### src/rtl/rsz_pkg.sv
package rsz_pkg;
  typedef enum logic [1:0] {
    MODE_DOWN = 2'd0,
    MODE_INT  = 2'd1,
    MODE_FRAC = 2'd2
  } rsz_mode_e;

  typedef enum logic [2:0] {
    ST_IDLE = 3'd0,
    ST_PRE  = 3'd1,
    ST_WGT  = 3'd2,
    ST_OFS  = 3'd3,
    ST_EMIT = 3'd4
  } rsz_state_e;
endpackage

### src/rtl/rsz_mode_decode.sv
module rsz_mode_decode
  import rsz_pkg::*;
#(
  parameter int NUM_W   = 6,
  parameter int DEN_W   = 8,
  parameter int MAX_ENT = 31
) (
  input  logic [NUM_W-1:0] num_i,
  input  logic [DEN_W-1:0] den_i,
  output rsz_mode_e        mode_o,
  output logic             bad_o,
  output logic             unity_o
);
  localparam int CMP_W = (NUM_W > DEN_W) ? NUM_W : DEN_W;

  logic [CMP_W-1:0] num_x, den_x;
  assign num_x = CMP_W'(num_i);
  assign den_x = CMP_W'(den_i);

  always_comb begin
    bad_o   = (num_x == '0) || (den_x == '0) || (num_x > CMP_W'(MAX_ENT));
    unity_o = (num_x == CMP_W'(1)) && (den_x == CMP_W'(1));
    if (den_x > num_x)             mode_o = MODE_DOWN;
    else if (den_x == CMP_W'(1))   mode_o = MODE_INT;
    else                           mode_o = MODE_FRAC;
  end
endmodule

### src/rtl/rsz_divider.sv
module rsz_divider #(
  parameter int DVD_W = 16,
  parameter int DVS_W = 7
) (
  input  logic             clk,
  input  logic             rst_n,
  input  logic             go_i,
  input  logic [DVD_W-1:0] dvd_i,
  input  logic [DVS_W-1:0] dvs_i,
  output logic             busy_o,
  output logic             done_o,
  output logic [DVD_W-1:0] quo_o,
  output logic [DVS_W-1:0] rem_o
);
  localparam int CNT_W = $clog2(DVD_W + 1);

  logic [CNT_W-1:0] cnt_q, cnt_n;
  logic [DVD_W-1:0] quo_q, quo_n;
  logic [DVS_W-1:0] rem_q, rem_n, dvs_q, dvs_n;
  logic             done_q, done_n;
  logic [DVS_W:0]   trial;

  assign trial = {rem_q, quo_q[DVD_W-1]};

  always_comb begin
    cnt_n  = cnt_q;
    quo_n  = quo_q;
    rem_n  = rem_q;
    dvs_n  = dvs_q;
    done_n = 1'b0;
    if (go_i) begin
      cnt_n = CNT_W'(DVD_W);
      quo_n = dvd_i;
      rem_n = '0;
      dvs_n = dvs_i;
    end else if (cnt_q != '0) begin
      if (trial >= {1'b0, dvs_q}) begin
        rem_n = DVS_W'(trial - {1'b0, dvs_q});
        quo_n = {quo_q[DVD_W-2:0], 1'b1};
      end else begin
        rem_n = trial[DVS_W-1:0];
        quo_n = {quo_q[DVD_W-2:0], 1'b0};
      end
      cnt_n  = cnt_q - CNT_W'(1);
      done_n = (cnt_q == CNT_W'(1));
    end
  end

  always_ff @(posedge clk or negedge rst_n) begin
    if (!rst_n) begin
      cnt_q  <= '0;
      quo_q  <= '0;
      rem_q  <= '0;
      dvs_q  <= '0;
      done_q <= 1'b0;
    end else begin
      cnt_q  <= cnt_n;
      quo_q  <= quo_n;
      rem_q  <= rem_n;
      dvs_q  <= dvs_n;
      done_q <= done_n;
    end
  end

  assign busy_o = (cnt_q != '0);
  assign done_o = done_q;
  assign quo_o  = quo_q;
  assign rem_o  = rem_q;

  // The divisor must be non-zero for every division the schemes of R3 and R5 start
  p_div_nonzero_r5: assert property (@(posedge clk) disable iff (!rst_n)
    go_i |-> (dvs_i != '0));
  // A new division only starts once the previous one has finished
  p_div_free_r5: assert property (@(posedge clk) disable iff (!rst_n)
    go_i |-> !busy_o);
endmodule

### src/rtl/rsz_phase_seq.sv
module rsz_phase_seq
  import rsz_pkg::*;
#(
  parameter int NUM_W = 6,
  parameter int DEN_W = 8,
  parameter int WGT_W = 10,
  parameter int DVD_W = 16,
  parameter int DVS_W = 7
) (
  input  logic             clk,
  input  logic             rst_n,
  input  logic             start_i,
  input  logic [NUM_W-1:0] num_i,
  input  logic [DEN_W-1:0] den_i,
  input  rsz_mode_e        mode_i,
  input  logic             bad_i,
  input  logic             unity_i,
  output logic             dv_go_o,
  output logic [DVD_W-1:0] dv_dvd_o,
  output logic [DVS_W-1:0] dv_dvs_o,
  input  logic             dv_done_i,
  input  logic [DVD_W-1:0] dv_quo_i,
  input  logic [DVS_W-1:0] dv_rem_i,
  output logic             busy_o,
  output logic             err_o,
  output logic             bypass_o,
  output logic             ent_valid_o,
  input  logic             ent_ready_i,
  output logic [WGT_W-1:0] ent_wgt_o,
  output logic [DEN_W-1:0] ent_ofs_o,
  output logic             ent_first_o,
  output logic             ent_down_o
);
  localparam logic [WGT_W-1:0] FULL = WGT_W'(1) << (WGT_W - 1);
  localparam int SUM_W = ((DEN_W > DVS_W) ? DEN_W : DVS_W) + 1;

  rsz_state_e       st_q, st_n;
  rsz_mode_e        mode_q, mode_n;
  logic [NUM_W-1:0] num_q, num_n, idx_q, idx_n;
  logic [DEN_W-1:0] den_q, den_n, ofs_q, ofs_n;
  logic [DVS_W-1:0] acc_q, acc_n;
  logic [WGT_W-1:0] wgt_q, wgt_n;
  logic             err_q, err_n, byp_q, byp_n;
  logic [SUM_W-1:0] fsum;
  logic [DVS_W-1:0] two_num;
  logic             last_ent;

  assign fsum     = SUM_W'(acc_q) + SUM_W'(den_q);
  assign two_num  = {num_q[DVS_W-2:0], 1'b0};
  assign last_ent = (idx_q == num_q - NUM_W'(1));

  always_comb begin
    st_n     = st_q;
    mode_n   = mode_q;
    num_n    = num_q;
    den_n    = den_q;
    idx_n    = idx_q;
    acc_n    = acc_q;
    wgt_n    = wgt_q;
    ofs_n    = ofs_q;
    err_n    = err_q;
    byp_n    = byp_q;
    dv_go_o  = 1'b0;
    dv_dvd_o = '0;
    dv_dvs_o = '0;
    case (st_q)
      ST_IDLE: if (start_i) begin
        num_n  = num_i;
        den_n  = den_i;
        idx_n  = '0;
        mode_n = mode_i;
        err_n  = bad_i;
        byp_n  = unity_i && !bad_i;
        if (!bad_i && !unity_i) begin
          case (mode_i)
            MODE_DOWN: begin
              dv_go_o  = 1'b1;
              dv_dvd_o = DVD_W'(den_i) - DVD_W'(num_i);
              dv_dvs_o = {num_i[DVS_W-2:0], 1'b0};
              st_n     = ST_PRE;
            end
            MODE_INT: begin
              wgt_n = FULL;
              ofs_n = '0;
              st_n  = ST_EMIT;
            end
            default: begin
              acc_n    = '0;
              dv_go_o  = 1'b1;
              dv_dvd_o = '0;
              dv_dvs_o = DVS_W'(num_i);
              st_n     = ST_WGT;
            end
          endcase
        end
      end
      ST_PRE: if (dv_done_i) begin
        acc_n    = dv_rem_i;
        dv_go_o  = 1'b1;
        dv_dvd_o = DVD_W'(dv_rem_i) << (WGT_W - 1);
        dv_dvs_o = two_num;
        st_n     = ST_WGT;
      end
      ST_WGT: if (dv_done_i) begin
        wgt_n = FULL - dv_quo_i[WGT_W-1:0];
        if (mode_q == MODE_DOWN) begin
          dv_go_o  = 1'b1;
          dv_dvd_o = DVD_W'(acc_q) + (DVD_W'(den_q) << 1);
          dv_dvs_o = two_num;
          st_n     = ST_OFS;
        end else begin
          if (fsum >= SUM_W'(num_q)) begin
            ofs_n = DEN_W'(1);
            acc_n = DVS_W'(fsum - SUM_W'(num_q));
          end else begin
            ofs_n = '0;
            acc_n = DVS_W'(fsum);
          end
          st_n = ST_EMIT;
        end
      end
      ST_OFS: if (dv_done_i) begin
        ofs_n = dv_quo_i[DEN_W-1:0];
        acc_n = dv_rem_i;
        st_n  = ST_EMIT;
      end
      ST_EMIT: if (ent_ready_i) begin
        if (last_ent) begin
          st_n = ST_IDLE;
        end else begin
          idx_n = idx_q + NUM_W'(1);
          case (mode_q)
            MODE_INT: ofs_n = DEN_W'((idx_q + NUM_W'(2)) == num_q);
            MODE_DOWN: begin
              dv_go_o  = 1'b1;
              dv_dvd_o = DVD_W'(acc_q) << (WGT_W - 1);
              dv_dvs_o = two_num;
              st_n     = ST_WGT;
            end
            default: begin
              dv_go_o  = 1'b1;
              dv_dvd_o = DVD_W'(acc_q) << (WGT_W - 1);
              dv_dvs_o = DVS_W'(num_q);
              st_n     = ST_WGT;
            end
          endcase
        end
      end
      default: st_n = ST_IDLE;
    endcase
  end

  always_ff @(posedge clk or negedge rst_n) begin
    if (!rst_n) begin
      st_q   <= ST_IDLE;
      mode_q <= MODE_FRAC;
      num_q  <= '0;
      den_q  <= '0;
      idx_q  <= '0;
      acc_q  <= '0;
      wgt_q  <= '0;
      ofs_q  <= '0;
      err_q  <= 1'b0;
      byp_q  <= 1'b0;
    end else begin
      st_q   <= st_n;
      mode_q <= mode_n;
      num_q  <= num_n;
      den_q  <= den_n;
      idx_q  <= idx_n;
      acc_q  <= acc_n;
      wgt_q  <= wgt_n;
      ofs_q  <= ofs_n;
      err_q  <= err_n;
      byp_q  <= byp_n;
    end
  end

  assign busy_o      = (st_q != ST_IDLE);
  assign err_o       = err_q;
  assign bypass_o    = byp_q;
  assign ent_valid_o = (st_q == ST_EMIT);
  assign ent_wgt_o   = wgt_q;
  assign ent_ofs_o   = ofs_q;
  assign ent_first_o = (idx_q == '0);
  assign ent_down_o  = (mode_q == MODE_DOWN);

  p_hold_r8: assert property (@(posedge clk) disable iff (!rst_n)
    ent_valid_o && !ent_ready_i |=> ent_valid_o && $stable(ent_wgt_o)
      && $stable(ent_ofs_o) && $stable(ent_first_o) && $stable(ent_down_o));
  p_wgt_range_r3: assert property (@(posedge clk) disable iff (!rst_n)
    dv_done_i && (st_q == ST_WGT) |-> (dv_quo_i < DVD_W'(FULL)));
  p_ofs_fit_r5: assert property (@(posedge clk) disable iff (!rst_n)
    dv_done_i && (st_q == ST_OFS) |-> (dv_quo_i < (DVD_W'(1) << DEN_W)));
  p_int_full_r4: assert property (@(posedge clk) disable iff (!rst_n)
    ent_valid_o && (mode_q == MODE_INT) |-> (ent_wgt_o == FULL));
  p_frac_step_r3: assert property (@(posedge clk) disable iff (!rst_n)
    ent_valid_o && (mode_q == MODE_FRAC) |-> (ent_ofs_o <= DEN_W'(1)));
  p_err_quiet_r6: assert property (@(posedge clk) disable iff (!rst_n)
    err_o |-> !ent_valid_o && !bypass_o);
  p_start_ignored_r10: assert property (@(posedge clk) disable iff (!rst_n)
    busy_o && start_i |=> $stable(num_q) && $stable(den_q) && $stable(mode_q));
endmodule

### src/rtl/rsz_phase_table.sv
module rsz_phase_table
  import rsz_pkg::*;
#(
  parameter int NUM_W   = 6,
  parameter int DEN_W   = 8,
  parameter int WGT_W   = 10,
  parameter int MAX_ENT = 31
) (
  input  logic             clk,
  input  logic             rst_n,
  input  logic             start_i,
  input  logic [NUM_W-1:0] num_i,
  input  logic [DEN_W-1:0] den_i,
  output logic             busy_o,
  output logic             err_o,
  output logic             bypass_o,
  output logic             ent_valid_o,
  input  logic             ent_ready_i,
  output logic [WGT_W-1:0] ent_wgt_o,
  output logic [DEN_W-1:0] ent_ofs_o,
  output logic             ent_first_o,
  output logic             ent_down_o
);
  localparam int DVS_W  = NUM_W + 1;
  localparam int DVD_A  = WGT_W - 1 + DVS_W;
  localparam int DVD_B  = DEN_W + 2;
  localparam int DVD_W  = (DVD_A > DVD_B) ? DVD_A : DVD_B;

  logic             rst_s1, rst_sn;
  rsz_mode_e        dec_mode;
  logic             dec_bad, dec_unity;
  logic             dv_go, dv_busy, dv_done;
  logic [DVD_W-1:0] dv_dvd, dv_quo;
  logic [DVS_W-1:0] dv_dvs, dv_rem;

  always_ff @(posedge clk or negedge rst_n) begin
    if (!rst_n) begin
      rst_s1 <= 1'b0;
      rst_sn <= 1'b0;
    end else begin
      rst_s1 <= 1'b1;
      rst_sn <= rst_s1;
    end
  end

  rsz_mode_decode #(.NUM_W(NUM_W), .DEN_W(DEN_W), .MAX_ENT(MAX_ENT)) dec_i (
    .num_i(num_i), .den_i(den_i),
    .mode_o(dec_mode), .bad_o(dec_bad), .unity_o(dec_unity)
  );

  rsz_divider #(.DVD_W(DVD_W), .DVS_W(DVS_W)) div_i (
    .clk(clk), .rst_n(rst_sn), .go_i(dv_go), .dvd_i(dv_dvd), .dvs_i(dv_dvs),
    .busy_o(dv_busy), .done_o(dv_done), .quo_o(dv_quo), .rem_o(dv_rem)
  );

  rsz_phase_seq #(.NUM_W(NUM_W), .DEN_W(DEN_W), .WGT_W(WGT_W),
                  .DVD_W(DVD_W), .DVS_W(DVS_W)) seq_i (
    .clk(clk), .rst_n(rst_sn), .start_i(start_i), .num_i(num_i), .den_i(den_i),
    .mode_i(dec_mode), .bad_i(dec_bad), .unity_i(dec_unity),
    .dv_go_o(dv_go), .dv_dvd_o(dv_dvd), .dv_dvs_o(dv_dvs),
    .dv_done_i(dv_done), .dv_quo_i(dv_quo), .dv_rem_i(dv_rem),
    .busy_o(busy_o), .err_o(err_o), .bypass_o(bypass_o),
    .ent_valid_o(ent_valid_o), .ent_ready_i(ent_ready_i),
    .ent_wgt_o(ent_wgt_o), .ent_ofs_o(ent_ofs_o),
    .ent_first_o(ent_first_o), .ent_down_o(ent_down_o)
  );

  // An entry is only offered while the divider sits idle, as R2 expects
  p_emit_div_idle_r2: assert property (@(posedge clk) disable iff (!rst_sn)
    ent_valid_o |-> !dv_busy);
  // nothing leaves the block while the synchronised reset is held
  p_reset_quiet_r9: assert property (@(posedge clk)
    !rst_sn |-> !busy_o && !ent_valid_o && !err_o && !bypass_o);
endmodule

### config.mk
export PLATFORM = sky130hd
export DESIGN_NAME = rsz_phase_table
export DESIGN_NICKNAME = d
export VERILOG_FILES = /design/src/rtl/rsz_pkg.sv /design/src/rtl/rsz_mode_decode.sv /design/src/rtl/rsz_divider.sv /design/src/rtl/rsz_phase_seq.sv /design/src/rtl/rsz_phase_table.sv
export SDC_FILE = /design/constraint.sdc
export NUM_CORES = 1
export LEC_CHECK = 0
export ABC_CLOCK_PERIOD_IN_PS = 6500
export CAP_MARGIN = 15
export CORE_ASPECT_RATIO = 0.6
export CORE_MARGIN = 5
export CORE_UTILIZATION = 50
export DETAILED_ROUTE_END_ITERATION = 7
export PLACE_DENSITY = 0.8
export SLEW_MARGIN = 20
export SYNTH_ARGS = -nofsm -noshare
export SYNTH_HDL_FRONTEND = slang
export SYNTH_SLANG_ARGS = --single-unit
### constraint.sdc
create_clock -name clk -period 6.5 [get_ports clk]
set_input_delay 0.65 -clock clk [delete_from_list [all_inputs] [get_ports clk]]
set_output_delay 0.65 -clock clk [all_outputs]
set_load 0.02 [all_outputs]
==> Word level (Yosys, flattened, before mapping) <==
Cells that the tools add are included.
{ "word_totals": {"n_memories": 0, "register_bits": 90, "romBits": 0, "ram_bits": 0, "latchBits": 0, "wordCells": 164, "input_bits": 18} }
{ "op_classes": {"magnitude_cmp": 4, "shifts": 0, "mul": 0, "div": 0, "n_reduce_logical": 28, "n_mux": 81, "bitwise_logic": 0, "n_eq_ne": 24, "add_sub_neg": 10} }
{ "op_table": {"columns": ["op", "n"], "rows": [
  ["$mux 16", 11],
  ["$mux 7", 17],
  ["$mux 8", 9],
  ["$pmux 16 s4", 1],
  ["$mux 10", 4],
  ["$pmux 8 s4", 1],
  ["$pmux 7 s2", 2],
  ["$pmux 7 s4", 1],
  ["$mux 3", 9],
  ["$pmux 7 s3", 1],
  ["$pmux 10 s2", 1],
  ["$mux 6", 3],
  ["$logic_not 8->1", 2],
  ["$pmux 3 s5", 1],
  ["$ne 2x1->1 const B", 7],
  ["$reduce_and 7->1", 2],
  ["$mux 1", 13],
  ["$eq 6x6->1", 2],
  ["$pmux 6 s2", 1],
  ["$add 7x9->10", 1],
  ["$mux 5", 2],
  ["$ne 2x2->1 const B", 5],
  ["$reduce_and 10->1", 1],
  ["$sub 10x10->10 const A", 1],
  ["37 further kinds", 49]
]} }

==> Depth between registers and ports, before layout <==
Gate-level depths: netlist of run 1.
{ "logic_depth": {"word_depth": 9, "mapped_depth": 15} }

==> Hierarchy <==
Synthesis of run 1 repeated with hierarchy kept, for this count alone.
{ "hier_totals": {"cells_unflattened": 748, "hier_area_um2": 6695.2} }
{ "by_module_without_submodules": {"columns": ["module", "cells_per_inst", "area_each_um2", "seq_area_each_um2", "instances"], "rows": [
  ["rsz_phase_seq", 505, 4398.0, 1302.5, 1],
  ["rsz_divider", 208, 2000.7, 900.9, 1],
  ["rsz_mode_decode", 32, 242.7, 0.0, 1],
  ["rsz_phase_table", 3, 53.8, 50.0, 1]
]} }

==> Worst setup path before layout of run 1 <==
OpenSTA, ideal clock, no wires.
{ "synth_path": {"path_kind": "register to register", "startpoint": "register seq_i.acc_q[2]", "endpoint": "register seq_i.acc_q[2]", "setup_time_ps": 126, "stages_incl_launch_ff": 14, "period_less_slack_ps": 3297, "setup_slack_ps": 3203, "arrival_time_ps": 3171, "path_cell_list": "dfrtp_1 ha_1 o21ai_0 o21ai_0 nand2_1 or2_2 nand2_1 ha_1 buf_1 a221oi_1 o211ai_1 mux2_2 a22oi_1 a21oi_1"} }
{ "synth_via": {"elab_chain_len": 6, "elab_cells_between_ends": 7, "classes_between": "2 x add/sub; 1 x order compare; 4 x mux"} }
{ "synth_rtl": {"columns": ["item", "line", "rtl"], "rows": [
  ["from (decl)", "rsz_phase_seq.sv:41", "logic [DVS_W-1:0] acc_q, acc_n;"],
  ["from (signal assigned)", "rsz_phase_seq.sv:171", "acc_q <= acc_n;"],
  ["$add 7x8->9 *", "rsz_phase_seq.sv:48", "assign fsum = SUM_W'(acc_q) + SUM_W'(den_q);"],
  ["$ge 9x6->1 or $sub 7x6->7 (tied branches)", "rsz_phase_seq.sv:112, rsz_phase_seq.sv:114", null],
  ["$mux 7 *", "rsz_phase_seq.sv:112", "if (fsum >= SUM_W'(num_q)) begin"],
  ["$mux 7 *", "rsz_phase_seq.sv:106", "if (mode_q == MODE_DOWN) begin"],
  ["$mux 7 *", "rsz_phase_seq.sv:104", "ST_WGT: if (dv_done_i) begin"],
  ["$pmux 7 s3 *", "rsz_phase_seq.sv:66", "case (st_q)"]
]} }
Mark *: on every way between the ends. The rest lies on a longest branch, timed or not. The select of a mux whose other input is x is not followed.
A chain may end at the register's enable or synchronous reset.

==> Worst setup path in the final report of run 1 <==
{ "layout_path": {"startpoint": "register seq_i.acc_q[2]", "endpoint": "register seq_i.ofs_q[0] (netlist: seq_i.ent_ofs_o[0])"} }
{ "layout_via": {"elab_chain_len": 6} }
{ "layout_rtl": {"columns": ["item", "line", "rtl"], "rows": [
  ["$add 7x8->9", "rsz_phase_seq.sv:48", null],
  ["$ge 9x6->1", "rsz_phase_seq.sv:112", null],
  ["$mux 1", "rsz_phase_seq.sv:112", null],
  ["$mux 8", "rsz_phase_seq.sv:106", null],
  ["$mux 8", "rsz_phase_seq.sv:104", null],
  ["$pmux 8 s4", "rsz_phase_seq.sv:66", null],
  ["to (signal assigned)", "rsz_phase_seq.sv:173", "ofs_q <= ofs_n;"],
  ["to (decl)", "rsz_phase_seq.sv:40", "logic [DEN_W-1:0] den_q, den_n, ofs_q, ofs_n;"]
]} }
Every way passes these cells. The select of a mux whose other input is x is not followed.

==> metrics.md, run 1 <==
| Metric | Value |
|---|---|
| Worst-path clk slew | `0.07 ns` |
| First drt pass iteration count | `6` |
| Slew Limit Fails | `0` |
| Die H | `98.0 microns` |
| Yosys top cell by area | `dfrtp_1` |
| Global route overflow | `0` |
| Tcrit/Tclk final | `59.5%` |
| Worst-margin pin slew | `1.07 ns` |
| Minimum clock period | `3.87 ns` |
| Reg2reg end | `seq_i.ent_ofs_o[0]$_DFFE_PN0P_` |
| Row cnt | `32` |
| Synth Flop Type | `dfrtp_1` |
| Clock buffer depth | `2` |
| Initial Utilization | `50.7%` |
| P per Cell Area | `610 nW/um^2` |
| Hold Crit Class | `reg -> async` |
| Post-synthesis sequential area ratio | `34.9%` |
| Setup bufs post-CTS | `0` |
| Nets | `827` |
| Synth top area share | `34.5%` |
| TritonCTS clock tree | `built` |
| Layout area overhead | `12.2%` |
| Setup TNS | `0 ns` |
| Design Area, Final | `7240 sq um` |
| Core ar. | `about 13000 sq um` |
| Register share of total power | `26.4%` |
| Static Leak | `3.19 nW` |
| FF+latch count, synth | `90` |
| Post-CTS sizing | `0` |
| Combinational share of power | `roughly 62%` |
| CP max FO | `8` |
| Fillers | `approximately 1200` |
| Synth top area cells | `dfrtp_1 (34%), ha_1 (7.8%), nand2_1 (5.8%)` |
| Post-route core utilization | `56.9%` |
| CTS Root Cell | `clkbuf_16` |
| Post-synth top cells | `nand2_1 (100), dfrtp_1 (89), nor2_1 (53)` |
| Synthesized instance count | `740` |
| Final worst slack | `2.63 ns` |
| Clock skew | `0.0103 ns` |
| Peak Freq | `0.259 GHz` |
| Critical setup path kind | `reg -> reg` |
| Largest net degree at the start of global routing | `82` |
| VDD IR max | `around 640 uV` |
| Total CTS buffers | `9` |
| Antenna Violating Nets Remaining | `0` |
| Wire per inst | `approximately 20 microns` |
| All-layer global routing usage | `24.4%` |
| RD Place Congestion | `1.00` |
| CP startpoint | `seq_i.acc_q[2]$_DFFE_PN0P_` |
| Min Hold Slack | `0.141 ns` |
| Post-synth cell types | `71` |
| First-iteration detailed-routing DRC count | `787` |
| Initial antenna violation count | `0` |
| Status | `finished clean` |
| Post-Syn Area | `6460 sq um` |
| Die ar. | `roughly 15000 sq um` |
| Io pins | `42` |
| Die width | `~160 microns` |
| Worst r2r path cells | `12` |
| Layout cell share with drive strength beyond 1 | `6.37%` |
| Final hold violation count | `0` |
| RSZ-0062 raised after global routing | `false` |
| Syn. warnings | `0` |
| Sw Pwr | `0.00211 W` |
| Final WL | `18300 microns` |
| Switching Fraction | `~48%` |
| Number of flops mapped to enable cells by yosys | `0` |
| DP Wirelength | `13600 microns` |
| DRC viols | `0` |
| Hold buffers post-CTS | `0` |
| Element type at the critical path start | `flop` |
| Final Setup Violations | `0` |
| Rel. slew slack | `27.9%` |
| Number of diodes | `0` |
| DR vias | `5871` |
| Placement Cell Area | `6950 sq um` |
| Post-Syn Nets | `about 800` |
| Syn avg cell area | `about 8.7 sq um` |
| CP Capture Type | `flop` |
| Clk pwr share | `11.8%` |
| Max-cap violations | `0` |
| Clock Sinks | `90` |
| Most common cell in the netlist | `nand2_1` |
| Internal | `0.00230 W` |
| R2R Setup Slk | `~2.6 ns` |
| FF-to-FF Start | `seq_i.acc_q[2]$_DFFE_PN0P_` |
| Signal arrival time at the worst endpoint | `slightly above 4 ns` |
| I/O Buffers | `41` |
| Clock Latency Late Sink | `0.36 ns` |
| First-pass GRT wire length | `approximately 30000 microns` |
| Worst EP required | `6.74 ns` |
| Async S/R FF share, synth | `100%` |
| Vias per std cell | `around 6.3` |
| Vias in the first global route | `5445` |
| Htree depth | `3` |
| Setup WS pre-CTS | `2.54 ns` |
==> metrics by stage <==
| stage | cells | total power, W |
|---|---|---|
| detailed placement | 923 | 0.00382 |
| finish | 939 | 0.00442 |
| global placement | 923 | 0.00374 |
| CTS | 939 | 0.00436 |
| global route | 939 | 0.00477 |
| floorplan | 740 | 0.00310 |
==> cell usage in the layout, fill, tap and decap left out, types with 6 or more instances in the layout <==
cell | netlist | routed
and3_1 | 13 | 13
clkdlybuf4s50_1 | 0 | 41
nand2b_1 | 12 | 12
clkbuf_16 | 0 | 9
ha_1 | 40 | 40
o31ai_1 | 6 | 6
a21o_1 | 10 | 10
a32oi_1 | 8 | 8
a31oi_1 | 14 | 14
xor2_1 | 16 | 16
nand2_1 | 100 | 100
inv_1 | 47 | 47
a22o_1 | 8 | 8
nor4_1 | 6 | 6
mux2i_1 | 16 | 16
o21ai_0 | 45 | 45
nand4_1 | 6 | 6
xnor2_1 | 24 | 24
a211oi_1 | 6 | 6
mux2_2 | 12 | 12
nor3_1 | 14 | 14
a21oi_1 | 39 | 39
a221oi_1 | 8 | 8
nand3_1 | 14 | 14
or2_2 | 6 | 6
dfrtp_1 | 89 | 88
or3_1 | 8 | 8
nor2_1 | 53 | 53
and2_1 | 7 | 7
==> per-layer routing <==
layer / GRT usage (%) / up-vias / part of all wire (%)
li1: - / 2704 / -
met1: 38.6 / 2846 / 48
met2: 31.9 / 287 / 40
met3: 7.26 / 34 / 11
met4: 6.27 / 0 / 1.9
met5: 0 / - / 0
==> cells by family after synthesis <==
group                    count (synthesis)  synth area share, %
adder cells (fa/ha/maj)                 45                 9.30
AO/OA/AOI/OAI                          196                 20.7
XOR/XNOR                                41                 5.77
other                                    1               0.0581
buffers and inverters                   79                 5.21
multiplexers                            29                 4.75
flip-flops                              90                 34.9
AND/OR/NAND/NOR                        259                 19.4
==> sequential cells by signal (all words and copies together) (netlist names), 6 cells and up <==
name             flops
seq_i.acc_q          7
div_i.dvs_q          7
seq_i.idx_q          6
seq_i.den_q          8
seq_i.ent_wgt_o     10
div_i.quo_o         16
div_i.rem_o          7
seq_i.ent_ofs_o      8
seq_i.num_q          6
==> critical path: stages, from the launching register on <==
cell      delay, ns
dfrtp_1        0.46
ha_1           0.39
o21ai_0        0.10
o21ai_0        0.31
nand2_1        0.15
or2_2          0.31
nand2_1        0.07
ha_1           0.30
a221oi_1       0.54
o211ai_1       0.43
nand2_1        0.30
nand3_1        0.11
mux2_2         0.28
==> power groups by stage <==
stage	registers [W]	logic, W	clock network [W]
floorplan	0.00105	0.00205	0
global placement	0.00115	0.00259	0
detailed placement	0.00116	0.00266	0
CTS	0.00115	0.00269	0.000523
global route	0.00119	0.00303	0.000544
finish	0.00116	0.00273	0.000519
==> final cells by class <==
type,instances,area [sq um],share of cell area [%]
clock buffers,9,225,3.11
clock inverters,7,60.1,0.829
inverters,47,176,2.44
multi-input cells,571,3870,53.4
flip-flops and latches,90,2260,31.2
well taps,170,213,2.94
repair buffers,45,444,6.13
==> worst max-delay path by stage <==
| stage | endpoint | depth (start not counted) |
|---|---|---|
| floorplan | seq_i.acc_q[2]$_DFFE_PN0P_ | 13 |
| global placement | div_i.quo_o[7]$_DFFE_PN0P_ | 7 |
| detailed placement | div_i.quo_o[7]$_DFFE_PN0P_ | 7 |
| CTS | seq_i.acc_q[2]$_DFFE_PN0P_ | 12 |
| global route | seq_i.ent_ofs_o[0]$_DFFE_PN0P_ | 12 |
| finish | seq_i.ent_ofs_o[0]$_DFFE_PN0P_ | 12 |
No activity file was read; power rests on OpenSTA's default activity.
==> run 2: changes to the inputs <==
--- a/config.mk
+++ b/config.mk
@@ -5,13 +5,13 @@
 export SDC_FILE = /design/constraint.sdc
 export NUM_CORES = 1
 export LEC_CHECK = 0
-export ABC_CLOCK_PERIOD_IN_PS = 6500
+export ABC_CLOCK_PERIOD_IN_PS = 3200
 export CAP_MARGIN = 15
 export CORE_ASPECT_RATIO = 0.6
 export CORE_MARGIN = 5
 export CORE_UTILIZATION = 50
 export DETAILED_ROUTE_END_ITERATION = 7
-export PLACE_DENSITY = 0.8
+export PLACE_DENSITY = 0.83
 export SLEW_MARGIN = 20
 export SYNTH_ARGS = -nofsm -noshare
 export SYNTH_HDL_FRONTEND = slang
==> constraint.sdc (replaced) <==
create_clock -name clk -period 3.2 [get_ports clk]
set_input_delay 0.32 -clock clk [delete_from_list [all_inputs] [get_ports clk]]
set_output_delay 0.32 -clock clk [all_outputs]
set_load 0.02 [all_outputs]
==> metrics.md, run 2 (synthesis gave the netlist of run 1 again) <==
| Metric | Value |
|---|---|
| R2R Setup Slk | `-0.04 ns` |
| Hold buffers post-CTS | `0` |
| Htree depth | `3` |
| Signal arrival time at the worst endpoint | `~3.5 ns` |
| Tcrit/Tclk final | `101%` |
| Multi-input logic area | `4030 sq um` |
| Wire per inst | `about 19 microns` |
| Number of diodes | `0` |
| Die width | `157 microns` |
| Setup WS pre-CTS | `0.0286 ns` |
| Layout area overhead | `21.8%` |
| DRC viols | `0` |
| Fillers | `1079` |
| Final hold violation count | `0` |
| Rel. slew slack | `a little under a quarter` |
| Core ar. | `between 10000 and 15000 sq um` |
| First-iteration detailed-routing DRC count | `729` |
| Commonest non-fill, non-tap cell in the layout | `nand2_1` |
| Static Leak | `3.51 nW` |
| Die ar. | `15400 sq um` |
| Io pins | `42` |
| All-layer global routing usage | `24.5%` |
| CP Capture Type | `flop` |
| P per Cell Area | `1270 nW/um^2` |
| Vias per std cell | `approximately 6.0` |
| Post-route core utilization | `61.8%` |
| Clock skew | `0.0139 ns` |
| Final Setup Violations | `2` |
| Layout cell share with drive strength beyond 1 | `15.7%` |
| Most frequent cells in the layout | `nand2_1 (97), dfrtp_1 (88), buf_4 (63)` |
| Placement Cell Area | `7370 sq um` |
| Clock buffer depth | `2` |
| Reg2reg end | `seq_i.acc_q[2]$_DFFE_PN0P_` |
| Row cnt | `32` |
| Sw Pwr | `about 0.0046 W` |
| Critical setup path kind | `reg -> reg` |
| Minimum clock period | `3.24 ns` |
| DP Wirelength | `14500 microns` |
| Design Area, Final | `7860 sq um` |
| Register share of total power | `22.6%` |
| Initial antenna violation count | `0` |
| Switching Fraction | `46.4%` |
| Worst-margin pin slew | `1.15 ns` |
| I/O Buffers | `41` |
| Initial Utilization | `50.7%` |
| Status | `finished with violations` |
| Largest net degree at the start of global routing | `58` |
| Final worst slack | `-0.0422 ns` |
| Max reg flops | `16` |
| Clock Sinks | `90` |
| Max-cap violations | `0` |
| Vias in the first global route | `5579` |
| TritonCTS clock tree | `built` |
| Global route overflow | `0` |
| First drt pass iteration count | `6` |
| Nets | `888` |
| RD Place Congestion | `0.990` |
| Clk pwr share | `about 10%` |
| First-pass GRT wire length | `29900 microns` |
| Hold Crit Class | `in -> async` |
| CTS Root Cell | `clkbuf_16` |
| FF-to-FF Start | `seq_i.den_q[0]$_DFFE_PN0P_` |
| Failing checks | `negative setup slack` |
| Peak Freq | `0.308 GHz` |
| Total CTS buffers | `9` |
| Internal | `roughly 0.0054 W` |
| Element type at the critical path start | `flop` |
| Final WL | `19400 microns` |
| Slew Limit Fails | `0` |
| Storage element area | `roughly 2300 sq um` |
| Worst r2r path cells | `13` |
| Die H | `98.0 microns` |
| Antenna Violating Nets Remaining | `0` |
| DR vias | `6017` |
| CP max FO | `4` |
| Worst EP required | `approximately 3.4 ns` |
| VDD IR max | `1490 uV` |
| Clock Latency Late Sink | `0.35 ns` |
| Worst-path clk slew | `0.07 ns` |
| Combinational share of power | `67.2%` |
-- run 2: cell types whose count changed in the layout (fill, tap and decap cells not counted), sizes merged --
| cell | change |
|---|---|
| buf | +61 |
| clkinvlp | -2 |
| clkinv | +1 |
| clkbuf | +1 |
-- run 2: power groups by stage --
stage	Clock, W	Combinational (W)	Sequential (W)
after global placement	0	0.00576	0.00221
after floorplan	0	0.00418	0.00213
after detailed placement	0	0.00592	0.00222
after global routing	0.00109	0.00734	0.00231
final	0.00103	0.00673	0.00226
after CTS	0.00105	0.00597	0.00220
-- run 2: how the worst max path moves through the flow --
stage                                from                             end  slack [ns]  cells after the start
6_report       seq_i.den_q[0]$_DFFE_PN0P_      seq_i.acc_q[2]$_DFFE_PN0P_       -0.04                     13
5_1_grt        seq_i.den_q[0]$_DFFE_PN0P_      seq_i.acc_q[1]$_DFFE_PN0P_       -0.11                     13
4_1_cts        seq_i.den_q[0]$_DFFE_PN0P_  seq_i.ent_ofs_o[0]$_DFFE_PN0P_       0.003                     14
3_5_place_dp   seq_i.den_q[0]$_DFFE_PN0P_  seq_i.ent_ofs_o[0]$_DFFE_PN0P_        0.03                     14
3_3_place_gp                     den_i[0]  seq_i.ent_wgt_o[9]$_DFFE_PN0P_        0.07                     10
2_1_floorplan  seq_i.acc_q[2]$_DFFE_PN0P_      seq_i.acc_q[2]$_DFFE_PN0P_        0.01                     13
-- run 2: stage by stage --
stage	hold WS [ns]	total power (W)	TNS [ns]	std cells
floorplan	0.0244	0.00632	0	740
global placement	0.334	0.00796	0	976
detailed placement	0.337	0.00814	0	976
CTS	0.115	0.00921	0	992
global route	0.121	0.0107	-0.436	1000
finish	0.124	0.0100	-0.0475	1000
-- run 2: area by class of cell --
cell class | instances | share of cell area, %
inverters | 47 | 2.24
multi-input cells | 571 | 51.2
clock buffers | 10 | 2.91
flip-flops and latches | 90 | 28.7
repair buffers | 106 | 11.6
clock inverters | 6 | 0.605
well taps | 170 | 2.71
-- run 2: worst max-delay path, cell delays in order, from the launching register on --
cell and delay [ns]:
dfrtp_1 0.43, ha_4 0.19, inv_2 0.04, fa_2 0.54, inv_1 0.05, ha_1 0.28, nor2b_1 0.16, o31ai_2 0.30
a31o_4 0.23, o211ai_1 0.22, buf_4 0.22, mux2_2 0.28, a22oi_2 0.12, a21oi_1 0.08
-- run 2: routing by layer --
| metal | track usage (%) | up-vias | wire, microns |
|---|---|---|---|
| met5 | 0 | - | 0 |
| li1 | - | 2837 | - |
| met4 | 5.33 | 0 | 291 |
| met2 | 32.4 | 289 | 7840 |
| met1 | 39.0 | 2867 | 9240 |
| met3 | 7.26 | 24 | 2060 |
-- run 2: repair_timing --
item | 4_1_cts | 5_1_grt
buffers inserted | 0 | 8
resized for setup | 0 | 27
endpoints found under the setup margin | 0 | 7
